`config.mk`:
```
export PLATFORM = sky130hd
export DESIGN_NAME = lcd_raster_timing
export DESIGN_NICKNAME = d
export VERILOG_FILES = /design/src/rtl/lcd_rt_pkg.sv /design/src/rtl/lcd_rt_seg_seq.sv /design/src/rtl/lcd_rt_sync_out.sv /design/src/rtl/lcd_raster_timing.sv
export SDC_FILE = /design/constraint.sdc
export NUM_CORES = 1
export LEC_CHECK = 0
export ABC_AREA = 1
export CAP_MARGIN = 20
export CORE_UTILIZATION = 60
export CTS_BUF_LIST = sky130_fd_sc_hd__clkbuf_16
export DETAILED_ROUTE_END_ITERATION = 10
export DONT_BUFFER_PORTS = 1
export PLACE_DENSITY_LB_ADDON = 0.1
export SLEW_MARGIN = 15
export SYNTH_ARGS = -nofsm -noshare
export SYNTH_HDL_FRONTEND = slang
export SYNTH_SLANG_ARGS = --single-unit
```
`constraint.sdc`:
```
create_clock -name clk -period 6.69 [get_ports clk]
set_input_delay 1.338 -clock clk [delete_from_list [all_inputs] [get_ports clk]]
set_output_delay 1.338 -clock clk [all_outputs]
set_load 0.01 [all_outputs]
```
`src/rtl/lcd_rt_pkg.sv`:
```
package lcd_rt_pkg;

   // Segment of a scan axis, in scan order.
   typedef enum logic [1:0] {
      SEG_PULSE = 2'd0,
      SEG_LEAD  = 2'd1,
      SEG_SHOW  = 2'd2,
      SEG_TAIL  = 2'd3
   } seg_e;

   function automatic seg_e seg_next(input seg_e s);
      case (s)
         SEG_PULSE: return SEG_LEAD;
         SEG_LEAD:  return SEG_SHOW;
         SEG_SHOW:  return SEG_TAIL;
         default:   return SEG_PULSE;
      endcase
   endfunction

endpackage

```
`src/rtl/lcd_rt_seg_seq.sv`:
```
// Four-segment counter for one scan axis; every length is stored minus one.
module lcd_rt_seg_seq
   import lcd_rt_pkg::*;
#(
   parameter int CW = 11
) (
   input  logic          clk,
   input  logic          rst_n,
   input  logic          step,
   input  logic [CW-1:0] len_pulse,
   input  logic [CW-1:0] len_lead,
   input  logic [CW-1:0] len_show,
   input  logic [CW-1:0] len_tail,
   output seg_e          seg,
   output logic [CW-1:0] cnt,
   output logic          at_end,
   output logic          wrap
);

   if (CW < 2) begin : g_bad_cw
      $error("lcd_rt_seg_seq: CW must be at least 2");
   end

   logic [CW-1:0] cur_len;

   always_comb begin
      case (seg)
         SEG_PULSE: cur_len = len_pulse;
         SEG_LEAD:  cur_len = len_lead;
         SEG_SHOW:  cur_len = len_show;
         default:   cur_len = len_tail;
      endcase
   end

   assign at_end = (cnt == cur_len);
   assign wrap   = at_end && (seg == SEG_TAIL);

   always_ff @(posedge clk or negedge rst_n) begin
      if (!rst_n) begin
         seg <= SEG_PULSE;
         cnt <= '0;
      end else if (step) begin
         if (at_end) begin
            seg <= seg_next(seg);
            cnt <= '0;
         end else begin
            cnt <= cnt + 1'b1;
         end
      end
   end

endmodule

```
`src/rtl/lcd_rt_sync_out.sv`:
```
// One sync output: optional half-pixel delay, then polarity.
module lcd_rt_sync_out (
   input  logic clk,
   input  logic rst_n,
   input  logic upd,
   input  logic raw,
   input  logic invert,
   input  logic late,
   output logic sync
);

   logic dly_q;

   always_ff @(posedge clk or negedge rst_n) begin
      if (!rst_n)   dly_q <= 1'b0;
      else if (upd) dly_q <= raw;
   end

   assign sync = (late ? dly_q : raw) ^ invert;

endmodule

```
`src/rtl/lcd_raster_timing.sv`:
```
module lcd_raster_timing
   import lcd_rt_pkg::*;
#(
   parameter int BLK_W     = 7,
   parameter int UNIT_LOG2 = 4,
   parameter int ROWS_LO_W = 10,
   parameter int ROWS_HI_W = 1,
   parameter int PORCH_W   = 8,
   parameter int PULSE_W   = 6
) (
   input  logic                           clk,
   input  logic                           rst_n,
   input  logic                           raster_en,
   input  logic [BLK_W-1:0]               width_blk,
   input  logic [ROWS_LO_W-1:0]           rows_lo,
   input  logic [ROWS_HI_W-1:0]           rows_hi,
   input  logic [PORCH_W-1:0]             h_lead,
   input  logic [PORCH_W-1:0]             h_tail,
   input  logic [PULSE_W-1:0]             h_pulse,
   input  logic [PORCH_W-1:0]             v_lead,
   input  logic [PORCH_W-1:0]             v_tail,
   input  logic [PULSE_W-1:0]             v_pulse,
   input  logic                           pclk_inv,
   input  logic                           hsync_inv,
   input  logic                           vsync_inv,
   input  logic                           edge_sel_en,
   input  logic                           edge_sel_rise,
   input  logic                           data_starve,
   output logic                           pclk_o,
   output logic                           pix_ce_o,
   output logic                           hsync_o,
   output logic                           vsync_o,
   output logic                           de_o,
   output logic [BLK_W+UNIT_LOG2-1:0]     x_o,
   output logic [ROWS_LO_W+ROWS_HI_W-1:0] y_o,
   output logic                           eof_o,
   output logic                           sync_lost_o
);

   localparam int X_W    = BLK_W + UNIT_LOG2;
   localparam int ROWS_W = ROWS_LO_W + ROWS_HI_W;
   localparam int CW_A   = (X_W > ROWS_W) ? X_W : ROWS_W;
   localparam int CW     = (CW_A > PORCH_W) ? CW_A : PORCH_W;
   localparam int CFG_W  = BLK_W + ROWS_W + 4*PORCH_W + 2*PULSE_W + 5;

   if (PULSE_W > PORCH_W) begin : g_bad_pulse
      $error("lcd_raster_timing: PULSE_W must not exceed PORCH_W");
   end
   if (UNIT_LOG2 < 0 || UNIT_LOG2 > 6) begin : g_bad_unit
      $error("lcd_raster_timing: UNIT_LOG2 out of range");
   end

   // ---------------- shadow configuration ----------------
   logic [CFG_W-1:0] cfg_in, cfg_q;
   logic [BLK_W-1:0]   s_blk;
   logic [ROWS_W-1:0]  s_rows;
   logic [PORCH_W-1:0] s_hl, s_ht, s_vl, s_vt;
   logic [PULSE_W-1:0] s_hp, s_vp;
   logic s_ipc, s_ih, s_iv, s_ee, s_er;

   assign cfg_in = {width_blk, rows_hi, rows_lo, h_lead, h_tail, h_pulse,
                    v_lead, v_tail, v_pulse, pclk_inv, hsync_inv, vsync_inv,
                    edge_sel_en, edge_sel_rise};
   assign {s_blk, s_rows, s_hl, s_ht, s_hp, s_vl, s_vt, s_vp,
           s_ipc, s_ih, s_iv, s_ee, s_er} = cfg_q;

   // ---------------- pixel phase and run state ----------------
   logic ph_q, run_q;
   logic h_step, v_step, frame_end;
   logic h_end, h_wrap, v_end, v_wrap;
   seg_e h_seg, v_seg;
   logic [CW-1:0] h_cnt, v_cnt;

   assign h_step    = ph_q & run_q;
   assign v_step    = h_step & h_wrap;
   assign frame_end = v_step & v_wrap;

   always_ff @(posedge clk or negedge rst_n) begin
      if (!rst_n) ph_q <= 1'b0;
      else        ph_q <= ~ph_q;
   end

   always_ff @(posedge clk or negedge rst_n) begin
      if (!rst_n)                      run_q <= 1'b0;
      else if (ph_q && !run_q)         run_q <= raster_en;
      else if (frame_end)              run_q <= raster_en;
   end

   always_ff @(posedge clk or negedge rst_n) begin
      if (!rst_n)                      cfg_q <= '0;
      else if (!run_q || frame_end)    cfg_q <= cfg_in;
   end

   // ---------------- segment lengths ----------------
   logic [X_W-1:0] h_show_len;

   if (UNIT_LOG2 == 0) begin : g_unit_one
      assign h_show_len = s_blk;
   end else begin : g_unit_blk
      assign h_show_len = {s_blk, {UNIT_LOG2{1'b1}}};
   end

   lcd_rt_seg_seq #(.CW(CW)) u_hseq (
      .clk       (clk),
      .rst_n     (rst_n),
      .step      (h_step),
      .len_pulse (CW'(s_hp)),
      .len_lead  (CW'(s_hl)),
      .len_show  (CW'(h_show_len)),
      .len_tail  (CW'(s_ht)),
      .seg       (h_seg),
      .cnt       (h_cnt),
      .at_end    (h_end),
      .wrap      (h_wrap)
   );

   lcd_rt_seg_seq #(.CW(CW)) u_vseq (
      .clk       (clk),
      .rst_n     (rst_n),
      .step      (v_step),
      .len_pulse (CW'(s_vp)),
      .len_lead  (CW'(s_vl)),
      .len_show  (CW'(s_rows)),
      .len_tail  (CW'(s_vt)),
      .seg       (v_seg),
      .cnt       (v_cnt),
      .at_end    (v_end),
      .wrap      (v_wrap)
   );

   // ---------------- syncs ----------------
   logic [1:0] s_raw, s_inv, s_out;
   logic       late_edge, upd_rise;

   assign late_edge = s_ee & s_er;
   assign upd_rise  = ~ph_q;
   assign s_raw     = {run_q & (v_seg == SEG_PULSE), run_q & (h_seg == SEG_PULSE)};
   assign s_inv     = {s_iv, s_ih};

   for (genvar gi = 0; gi < 2; gi++) begin : g_sync
      lcd_rt_sync_out u_so (
         .clk    (clk),
         .rst_n  (rst_n),
         .upd    (upd_rise),
         .raw    (s_raw[gi]),
         .invert (s_inv[gi]),
         .late   (late_edge),
         .sync   (s_out[gi])
      );
   end

   assign hsync_o = s_out[0];
   assign vsync_o = s_out[1];

   // ---------------- data-side outputs ----------------
   logic h_vis, v_vis;

   assign h_vis       = run_q && (h_seg == SEG_SHOW);
   assign v_vis       = run_q && (v_seg == SEG_SHOW);
   assign de_o        = h_vis & v_vis;
   assign x_o         = h_vis ? h_cnt[X_W-1:0] : '0;
   assign y_o         = v_vis ? v_cnt[ROWS_W-1:0] : '0;
   assign pix_ce_o    = ph_q;
   assign pclk_o      = ph_q ^ s_ipc;
   assign eof_o       = ph_q & de_o & h_end & v_end;
   assign sync_lost_o = ph_q & de_o & data_starve;

endmodule

```
==> metrics.cfg, run 1 <==
[power]
ir_drop_mv = 0.163
p_leak_nw = 2.65
power_density_nw_per_um2 = 199

[finish]
syn2layout_area_growth_pct = 5.38
layout.cells.non_filler = 827
fin_util_pct = 65.3
layout_common_cells = nand2_1 (289), nand3_1 (127), dfrtp_1 (96)
fin_nets = 797
fillers = 779
layout_commonest_cell = nand2_1
drive_above_1_share_pct = 4.45
antenna_cells = 0

[place]
port_buffers = 0
dp_hpwl_mm = 9.19
gp_congestion = 0.899
dp.cells = 811

[setup_path]
rr_worst_depth = 14
path_cells = inv_1 > ha_1 > nor2_1 > nand3_1 > o211ai_1 > nand2_1 > inv_1 > nand3_1 > nor2_4 > nand2_1 > nor3_1
cp-end-kind = output pin
required_ns = 5.35
slowest_stage = dfrtp_1
reg2reg_to = cfg_q[26]
crit_buf_inv = 2
max_stage_delay_ns = 0.40
rrSetupSlack_ns = 3.36
critical_path_arrival_ns = 2.75
critPathLaunchType = flop
cp_top_family = simple AND/OR/NAND/NOR gates
cp_max_fo = 12
r2r-start = u_hseq.seg[0]
crit_type = reg2out

[timing]
max-slew-margin-rel_pct = 62.7
min_period_over_period_pct = 61.1
hold_ws_ns = 0.491
tightest_slew_ns = 0.560
drv_slew = 0
rsz0062_at_grt = no
setup_viol = 0
final.min_clock_period_ns = 4.09
max_freq_mhz = 245
setup_tns_ns = 0
hold_violations = 0
skew_ns = 0.00958

[clock_tree]
htreeDepth = 3
hold_buffers = 0
clockRootBuffer = clkbuf_16
cts_tree = built
clkSlewWorstSetupHoldPaths_ns = 0.07
clk_latency_ns = 0.35
post-cts-setup-buffers = 0
numCtsBuffers = 9
cts_buffer_depth = 2
cts_resized = 0
cts_sinks = 97

[detailed_routing]
drcViolationCount = 0
wl_mm = 13.1
antenna_left = 0
vias = 4731
drt-initial-drc-count = 401
routed.top_layer = met4
vias_per_cell = 5.72
wire_per_inst_microns = 15.9
drt-met1-wl_mm = 6.34
wl_met2_mm = 5.62
drt_first_pass_iters = 5
wl_met3_microns = 917

[synthesis]
synth_xor_area_share_pct = 2.12
synth_mux_area_share_pct = 0
synth_seq_cells = 97
synthSimpleGateAreaFrac_pct = 39.8
synth_area_sq_um = 5380
synth_fp_nets = 818
ys_warn_count = 0
synth_cell_type_count = 30
synth_fa_ha_area_share_pct = 2.79
syn_area_per_cell_sq_um = 7.31
synth-compound-area-share_pct = 2.86
seq_area_frac_synth_pct = 45.2
postSynthCellCount = 735
synth_top_family_by_area = simple AND/OR/NAND/NOR gates

[min_path]
min_to = g_sync[1].u_so.dly_q
hold_path_class = reg2reg
hold_depth = 2
min_from = g_sync[1].u_so.dly_q

[flow_run]
maxCapViolations = 0

[grt]
antenna_found_initial = 0
first_global_vias = 4413
grt_first_pass_wirelength_mm = 21.8
track_usage_pct = 29.1
grt_max_degree = 98
grt-ovfl-total = 0

[floorplan]
core_sq_um = 8680
die_w_microns = 96.7
ioPinCount = 100
start_util_pct = 61.9
rows = 34
dieArea_sq_um = 9340
die_h_microns = 96.7

[outcome]
status = finished clean

## tightest hold or removal path: stages (launching register included)
cell and delay [ns]:
dfrtp_1 0.34, nand2_1 0.05, o21ai_0 0.06
## Yosys cell counts
master	count	share of area (%)
nand4_4	1	0.40
o21ai_1	1	0.093
nand3b_1	6	0.84
nand2_2	1	0.12
xor2_1	11	1.8
nand3_2	1	0.19
inv_2	3	0.21
buf_2	11	1.0
dfrtp_1	97	45
nand4_1	5	0.58
nand3_1	127	12
nor2_4	4	0.84
clkbuf_1	10	0.70
buf_1	6	0.42
nor3_1	5	0.47
ha_1	12	2.8
inv_1	49	3.4
o21ai_0	24	2.2
xnor2_1	2	0.33
or2_2	2	0.23
a21oi_1	2	0.19
clkbuf_2	1	0.093
nor2_1	51	3.6
or2_1	4	0.47
o21bai_2	1	0.21
buf_4	1	0.14
nand2_1	289	20
buf_6	6	1.3
nor4_1	1	0.12
o211ai_1	1	0.14
## metal layers
layer | GRT usage [%] | up-vias
met3 | 4.19 | 20
met1 | 45.2 | 2256
met4 | 10.2 | 0
met2 | 41.4 | 176
met5 | 0 | -
li1 | - | 2279
## sequential cells by signal, summed over array words and instances, names as in the netlist
register           count
g_sync.u_so.dly_q      2
u_vseq.seg             2
u_hseq.cnt            11
cfg_q                 67
u_hseq.seg             2
u_vseq.cnt            11
run_q                  1
pix_ce_o               1
## final cells by class
cell class,count,area (sq um),area share (%)
inverter,52,195,3.45
tap,108,135,2.39
sequential,97,2430,42.9
timing repair buffer,3,35.0,0.619
clock buffer,9,225,3.98
clock inverter,7,80.1,1.41
multi-input combinational,551,2560,45.3
## cell families (layout without fill, tap and decap cells)
logic type | count (synthesis) | after routing
xor+xnor | 13 | 13
simple gates | 497 | 497
flops | 97 | 97
compound gates | 29 | 29
buf+inv | 87 | 71
fa+ha+maj | 12 | 12
## stage by stage
step | instance area [sq um] | power, mW | setup slack [ns]
6_report | 5660 | 1.13 | 2.60
5_1_grt | 5660 | 1.15 | 2.40
4_1_cts | 5660 | 1.13 | 2.63
3_5_place_dp | 5360 | 0.598 | 3.03
3_3_place_gp | 5340 | 0.598 | 3.15
2_1_floorplan | 5380 | 0.598 | 3.45
## power by group
group / internal, mW / total [mW] / switching, mW
Sequential: 0.586 / 0.586 / 0
Clock: 0.295 / 0.540 / 0.245
Combinational: 0.000125 / 0.000315 / 0.000189
Total: 0.881 / 1.13 / 0.245
## worst max-delay path by stage
stage | depth (start not counted) | slack (ns) | end | startpoint
after global routing | 11 | 2.40 | eof_o | u_hseq.seg[0]
after global placement | 12 | 3.15 | eof_o | u_hseq.seg[0]
after floorplan | 13 | 3.45 | eof_o | u_vseq.seg[0]
after detailed placement | 11 | 3.03 | eof_o | u_hseq.seg[0]
after CTS | 11 | 2.63 | eof_o | u_hseq.seg[0]
final | 11 | 2.60 | eof_o | u_hseq.seg[0]
(Power assumes the default switching activity.)
==> inputs of run 2 (changes only) <==
--- a/config.mk
+++ b/config.mk
@@ -5,7 +5,7 @@
 export SDC_FILE = /design/constraint.sdc
 export NUM_CORES = 1
 export LEC_CHECK = 0
-export ABC_AREA = 1
+export ABC_AREA = 0
 export CAP_MARGIN = 20
 export CORE_UTILIZATION = 60
 export CTS_BUF_LIST = sky130_fd_sc_hd__clkbuf_16
==> constraint.sdc (replaced) <==
create_clock -name clk -period 4 [get_ports clk]
set_input_delay 0.8 -clock clk [delete_from_list [all_inputs] [get_ports clk]]
set_output_delay 0.8 -clock clk [all_outputs]
set_load 0.01 [all_outputs]
==> run 2 against run 1 <==
Non-clock buffer count is 2 higher. Synthesized cell count is 39% lower. Critical path depth is 2 lower. Cell count is 34% lower. Sequential share of layout area is 2.1 points higher. Clock skew is 0.0025 ns lower. Global-route usage is 3.0 points lower. Clock power is 51% higher. Register-to-register slack worse by 2.9 ns. Hold slack worse by 0.34 ns. Largest power group unchanged.
==> metrics.cfg, run 2 <==
[outcome]
status = finished clean

[min_path]
hold_path_class = in2async

[place]
dp_hpwl_mm = 7.55  ; -18%
gp_congestion = 0.908  ; +1.0%
port_buffers = 0  ; unchanged

[synthesis]
synth_fa_ha_area_share_pct = 2.97  ; +0.17 points
synth_fp_nets = 531  ; -35%
synth_top_cells_by_count = dfrtp_1 (97), mux2_2 (50), nand2_1 (31)
syn_area_per_cell_sq_um = 11.3  ; +54%
synth_xor_area_share_pct = 4.16  ; +2.0 points
synthSimpleGateAreaFrac_pct = 14.4  ; -25 points
postSynthCellCount = 448  ; -39%
synth_cell_type_count = 51  ; +70%
synth-compound-area-share_pct = 11.0  ; +8.1 points
synthArstFlopShare_pct = 100  ; unchanged
synth_edf_count = 0  ; unchanged
post-synth-top-area-cell = dfrtp_1
synth_top_family_by_area = multiplexers
synth_area_sq_um = 5060  ; -5.9%
netlist.area_leader.share_pct = 48.0  ; +2.8 points
ys_warn_count = 0  ; unchanged
synth_mux_area_share_pct = 16.0  ; +16 points
seq_area_frac_synth_pct = 48.0  ; +2.8 points
synth_seq_cells = 97  ; unchanged
synth.most_common_cell = dfrtp_1
synth_ff_type = dfrtp_1
ys_top_cells_by_area = dfrtp_1 (48%), mux2_2 (11%), mux2_1 (4.2%)

[flow_run]
maxCapViolations = 0  ; unchanged

[grt]
antenna_found_initial = 0  ; unchanged
grt-ovfl-total = 0  ; unchanged
grt_first_pass_wirelength_mm = 17.4  ; -20%
first_global_vias = 3392  ; -23%
grt_max_degree = 98  ; unchanged
track_usage_pct = 26.1  ; -3.0 points

[finish]
top_register = cfg_q
layout_common_cells = dfrtp_1 (97), mux2_2 (50), nand2_1 (31)
antenna_cells = 0  ; unchanged
layout_commonest_cell = dfrtp_1
fillers = 652  ; -16%
drive_above_1_share_pct = 17.9  ; +13 points
fin_nets = 520  ; -35%
largest_register_ffs = 67  ; unchanged
reg_top3 = cfg_q x67, u_hseq.cnt x11, u_vseq.cnt x11
fin_util_pct = 66.0  ; +0.76 points
syn2layout_area_growth_pct = 6.70

[setup_path]
crit_type = reg2out
rrSetupSlack_ns = 0.48  ; -2.88 ns
rr_worst_depth = 10  ; -4
cp_max_fo = 8  ; -4
critical_path_arrival_ns = 2.98  ; +0.23 ns
critPathLaunchType = flop
r2r-start = u_vseq.seg[1]
required_ns = 3.20  ; -2.15 ns
reg2reg_to = cfg_q[42]
cp-end-kind = output pin

[clock_tree]
cts_resized = 0  ; unchanged
numCtsBuffers = 9  ; unchanged
cts_sinks = 97  ; unchanged
clockRootBuffer = clkbuf_16
cts_buffer_depth = 2  ; unchanged
hold_buffers = 0  ; unchanged
clk_latency_ns = 0.34  ; about the same
post-cts-setup-buffers = 0  ; unchanged
clkSlewWorstSetupHoldPaths_ns = 0.07  ; about the same
cts_tree = built
htreeDepth = 3  ; unchanged

[timing]
setup_viol = 0  ; unchanged
setup_tns_ns = 0  ; unchanged
final.min_clock_period_ns = 3.78
tightest_slew_ns = 0.505  ; -0.0546 ns
rsz0062_at_grt = no
min_period_over_period_pct = 94.5
max_freq_mhz = 265
hold_ws_ns = 0.151  ; -0.340 ns
skew_ns = 0.00712  ; -0.00246 ns
hold_violations = 0  ; unchanged
max-slew-margin-rel_pct = 66.3  ; +3.6 points
drv_slew = 0  ; unchanged

[power]
p_leak_nw = 2.68  ; +1.1%
power_density_nw_per_um2 = 333  ; +67%
ir_drop_mv = 0.283  ; +73%

[floorplan]
die_h_microns = 93.8  ; -2.9%
dieArea_sq_um = 8800  ; -5.8%
die_w_microns = 93.8  ; -2.9%
start_util_pct = 61.9  ; about the same
ioPinCount = 100  ; unchanged
core_sq_um = 8180  ; -5.8%
rows = 33  ; -2.9%

[detailed_routing]
drt-initial-drc-count = 266  ; -34%
wire_per_inst_microns = 19.6  ; +23%
antenna_left = 0  ; unchanged
wl_mm = 10.7  ; -18%
drcViolationCount = 0  ; unchanged
drt_first_pass_iters = 5  ; unchanged
vias = 3500  ; -26%
vias_per_cell = 6.40  ; +12%

## run 2: kinds of logic after synthesis
| family | after synthesis |
|---|---|
| buffers and inverters | 39 |
| adder cells (fa/ha/maj) | 12 |
| multiplexers | 72 |
| AND/OR/NAND/NOR | 131 |
| flip-flops | 97 |
| AO/OA/AOI/OAI | 73 |
| XOR/XNOR | 24 |
## run 2: layer usage
metal  track usage (%)  part of all wire (%)  up-vias
met5                 0                     0        -
met3              5.18                   6.4       15
met2              38.6                    45      130
li1                  -                     -     1615
met1              38.6                    47     1740
met4              8.21                   1.6        0
## run 2: layout make-up
cell class	instances	area [sq um]	area share, %
Multi-Input combinational cell	312	2460	45.6
Inverter	12	45.0	0.834
Timing Repair Buffer	5	50.0	0.927
Tap cell	105	131	2.43
Sequential cell	97	2430	45.0
Clock inverter	7	55.1	1.02
Clock buffer	9	225	4.17
## run 2: how the worst max path moves through the flow
stage | from | to | cells past startpoint
6_report | u_vseq.seg[1] | eof_o | 9
5_1_grt | u_hseq.seg[1] | eof_o | 9
4_1_cts | u_hseq.seg[0] | eof_o | 9
3_5_place_dp | u_hseq.seg[0] | cfg_q[42] | 10
3_3_place_gp | u_hseq.seg[0] | cfg_q[44] | 10
2_1_floorplan | u_hseq.seg[0] | cfg_q[55] | 12
## run 2: stage by stage
stage               setup slack [ns]  total power, mW  instances  cell area (sq um)
finish                         0.220             1.80        547               5400
global route                 0.00222             1.85        547               5400
CTS                           0.0783             1.81        547               5380
detailed placement             0.359             1.00        531               5100
global placement               0.497             1.00        531               5100
floorplan                      0.858             1.00        448               5060
## run 2: where the power goes
group	leakage, nW	internal, mW	total, mW	switching, mW
combinational	1.22	0.000699	0.000823	0.000122
clock	0.131	0.427	0.815	0.388
sequential	1.33	0.980	0.980	0
total	2.68	1.41	1.80	0.388
## run 2: worst max-delay path, stage by stage (launching register included)
cell and delay, ns:
dfrtp_1 0.42, inv_1 0.08, ha_1 0.31, a222oi_1 0.44, a21oi_1 0.17, xor2_1 0.17, nor4_2 0.42, nand2_1 0.23
nor2_1 0.17, and3_1 0.22
==> inputs of run 3 (changes only) <==
==> constraint.sdc (replaced) <==
create_clock -name clk -period 3.85 [get_ports clk]
set_input_delay 0.77 -clock clk [delete_from_list [all_inputs] [get_ports clk]]
set_output_delay 0.77 -clock clk [all_outputs]
set_load 0.01 [all_outputs]
==> run 3 against run 2 <==
Register-to-register slack worse by 0.11 ns. Clock skew increased by 0.0012 ns. Non-clock buffer count increased by 3. Critical path type unchanged. Worst setup slack worse by 0.039 ns. Global-route usage increased by 0.63 points. Largest cell class unchanged. Cell count grew 0.55%. Wire length rose by 2.1%. Sequential share of layout area decreased by 0.63 points. Hold slack got worse by 0.037 ns.
==> metrics.cfg, run 3 (same netlist as run 2, synthesis figures left out) <==
[outcome]
status = finished clean

[floorplan]
ioPinCount = 100  ; unchanged
core_sq_um = 8180  ; unchanged
rows = 33  ; unchanged
start_util_pct = 61.9  ; unchanged
die_w_microns = 93.8  ; unchanged
die_h_microns = 93.8  ; unchanged
dieArea_sq_um = 8800  ; unchanged

[detailed_routing]
vias_per_cell = 6.42  ; +0.36%
vias = 3532  ; +0.91%
wire_per_inst_microns = 19.9  ; +1.5%
wl_mm = 10.9  ; +2.1%
drt-initial-drc-count = 202  ; -24%
drt_first_pass_iters = 5  ; unchanged
drcViolationCount = 0  ; unchanged
antenna_left = 0  ; unchanged

[clock_tree]
clk_latency_ns = 0.34  ; about the same
clockRootBuffer = clkbuf_16
post-cts-setup-buffers = 0  ; unchanged
cts_resized = 0  ; unchanged
hold_buffers = 0  ; unchanged
cts_tree = built
numCtsBuffers = 9  ; unchanged
clkSlewWorstSetupHoldPaths_ns = 0.07  ; about the same
cts_buffer_depth = 2  ; unchanged
cts_sinks = 97  ; unchanged
htreeDepth = 3  ; unchanged

[grt]
track_usage_pct = 26.7  ; +0.63 points
grt_first_pass_wirelength_mm = 17.9  ; +2.9%
grt-ovfl-total = 0  ; unchanged
first_global_vias = 3529  ; +4.0%
grt_max_degree = 98  ; unchanged
antenna_found_initial = 0  ; unchanged

[timing]
skew_ns = 0.00829  ; +0.00117 ns
rsz0062_at_grt = no
setup_tns_ns = 0  ; unchanged
hold_ws_ns = 0.114  ; -0.0368 ns
max-slew-margin-rel_pct = 61.2  ; -5.2 points
final.min_clock_period_ns = 3.67
tightest_slew_ns = 0.583  ; +0.0777 ns
min_period_over_period_pct = 95.3
setup_viol = 0  ; unchanged
hold_violations = 0  ; unchanged
max_freq_mhz = 273
fin_ws_ns = 0.181  ; -0.0388 ns
drv_slew = 0  ; unchanged

[place]
place_area_sq_um = 5120  ; +0.44%
post-place-ws_ns = 0.294  ; -0.0650 ns
dp_hpwl_mm = 7.70  ; +2.0%
gp_congestion = 0.953  ; +4.9%
port_buffers = 0  ; unchanged

[power]
total_power_mw = 1.94  ; +7.9%
power_density_nw_per_um2 = 354  ; +6.4%
p_leak_nw = 2.72  ; +1.4%
ir_drop_mv = 0.223  ; -21%

[setup_path]
required_ns = 3.08  ; -0.12 ns
max_stage_delay_ns = 0.43  ; about the same
cp_top_family = simple AND/OR/NAND/NOR gates
crit_type = reg2out
crit_buf_inv = 1  ; unchanged
cp-end-kind = output pin
critical_path_arrival_ns = 2.90  ; -0.08 ns
path_cells = inv_1 > ha_1 > a222oi_1 > a21oi_1 > xor2_1 > nor4_2 > nand2_2 > nor2_1 > and3_1
critPathLaunchType = flop
slowest_stage = nor4_2
cp_max_fo = 8  ; unchanged

[finish]
top_register = cfg_q
layout_commonest_cell = dfrtp_1
fin_nets = 523  ; +0.58%
fillers = 637  ; -2.3%
syn2layout_area_growth_pct = 8.21
reg_top3 = cfg_q x67, u_hseq.cnt x11, u_vseq.cnt x11
largest_register_ffs = 67  ; unchanged
drive_above_1_share_pct = 19.6  ; +1.7 points
final_area_sq_um = 5470  ; +1.4%
layout_common_cells = dfrtp_1 (97), mux2_2 (50), nand2_1 (30)
antenna_cells = 0  ; unchanged

[flow_run]
maxCapViolations = 0  ; unchanged

[min_path]
hold_path_class = in2async

## run 3: metrics by stage
step | utilization (%) | std cells
finish | 67.0 | 550
global route | 67.0 | 550
CTS | 66.4 | 550
detailed placement | 62.7 | 534
global placement | 62.7 | 534
floorplan | - | 448
## run 3: final timing paths
kind                                     from            end  slack, ns  cells after the start
worst max-delay path            u_vseq.seg[1]          eof_o       0.18                      9
worst min-delay path                    rst_n  u_vseq.cnt[8]       0.11                      0
worst max register to register  u_vseq.seg[1]      cfg_q[34]       0.37                     10
worst min register to register      cfg_q[63]      cfg_q[63]       0.49                      1
max in group asynchronous               rst_n      cfg_q[13]       3.58                      0
min in group clk                    cfg_q[63]      cfg_q[63]       0.49                      1
## run 3: where the power goes
part | internal, mW | switching [mW]
Clock | 0.511 | 0.407
Combinational | 0.000727 | 0.000156
Sequential | 1.02 | 0
Total | 1.53 | 0.408
## run 3: final cells by class
| type | instances | area (sq um) | area share [%] |
|---|---|---|---|
| clock buffers | 9 | 225 | 4.11 |
| clock inverters | 7 | 77.6 | 1.42 |
| inverters | 12 | 45.0 | 0.823 |
| multi-input cells | 312 | 2490 | 45.6 |
| flip-flops and latches | 97 | 2430 | 44.3 |
| well taps | 105 | 131 | 2.40 |
| repair buffers | 8 | 72.6 | 1.33 |
## run 3: metal layers
layer	GRT usage [%]	share of wire [%]	vias to the layer above
met1	37.5	45	1764
li1	-	-	1618
met4	7.95	1.7	0
met2	40.7	46	131
met3	6.88	7.6	19
met5	0	0	-
## run 3: worst register-to-register path: stages, from the launching register on
cell and delay, ns:
dfrtp_1 0.42, inv_1 0.09, ha_1 0.32, a222oi_1 0.39, a21oi_1 0.17, xor2_1 0.18, nor4_2 0.43, nand2_2 0.16
o41ai_4 0.43, buf_12 0.35, mux2_2 0.43
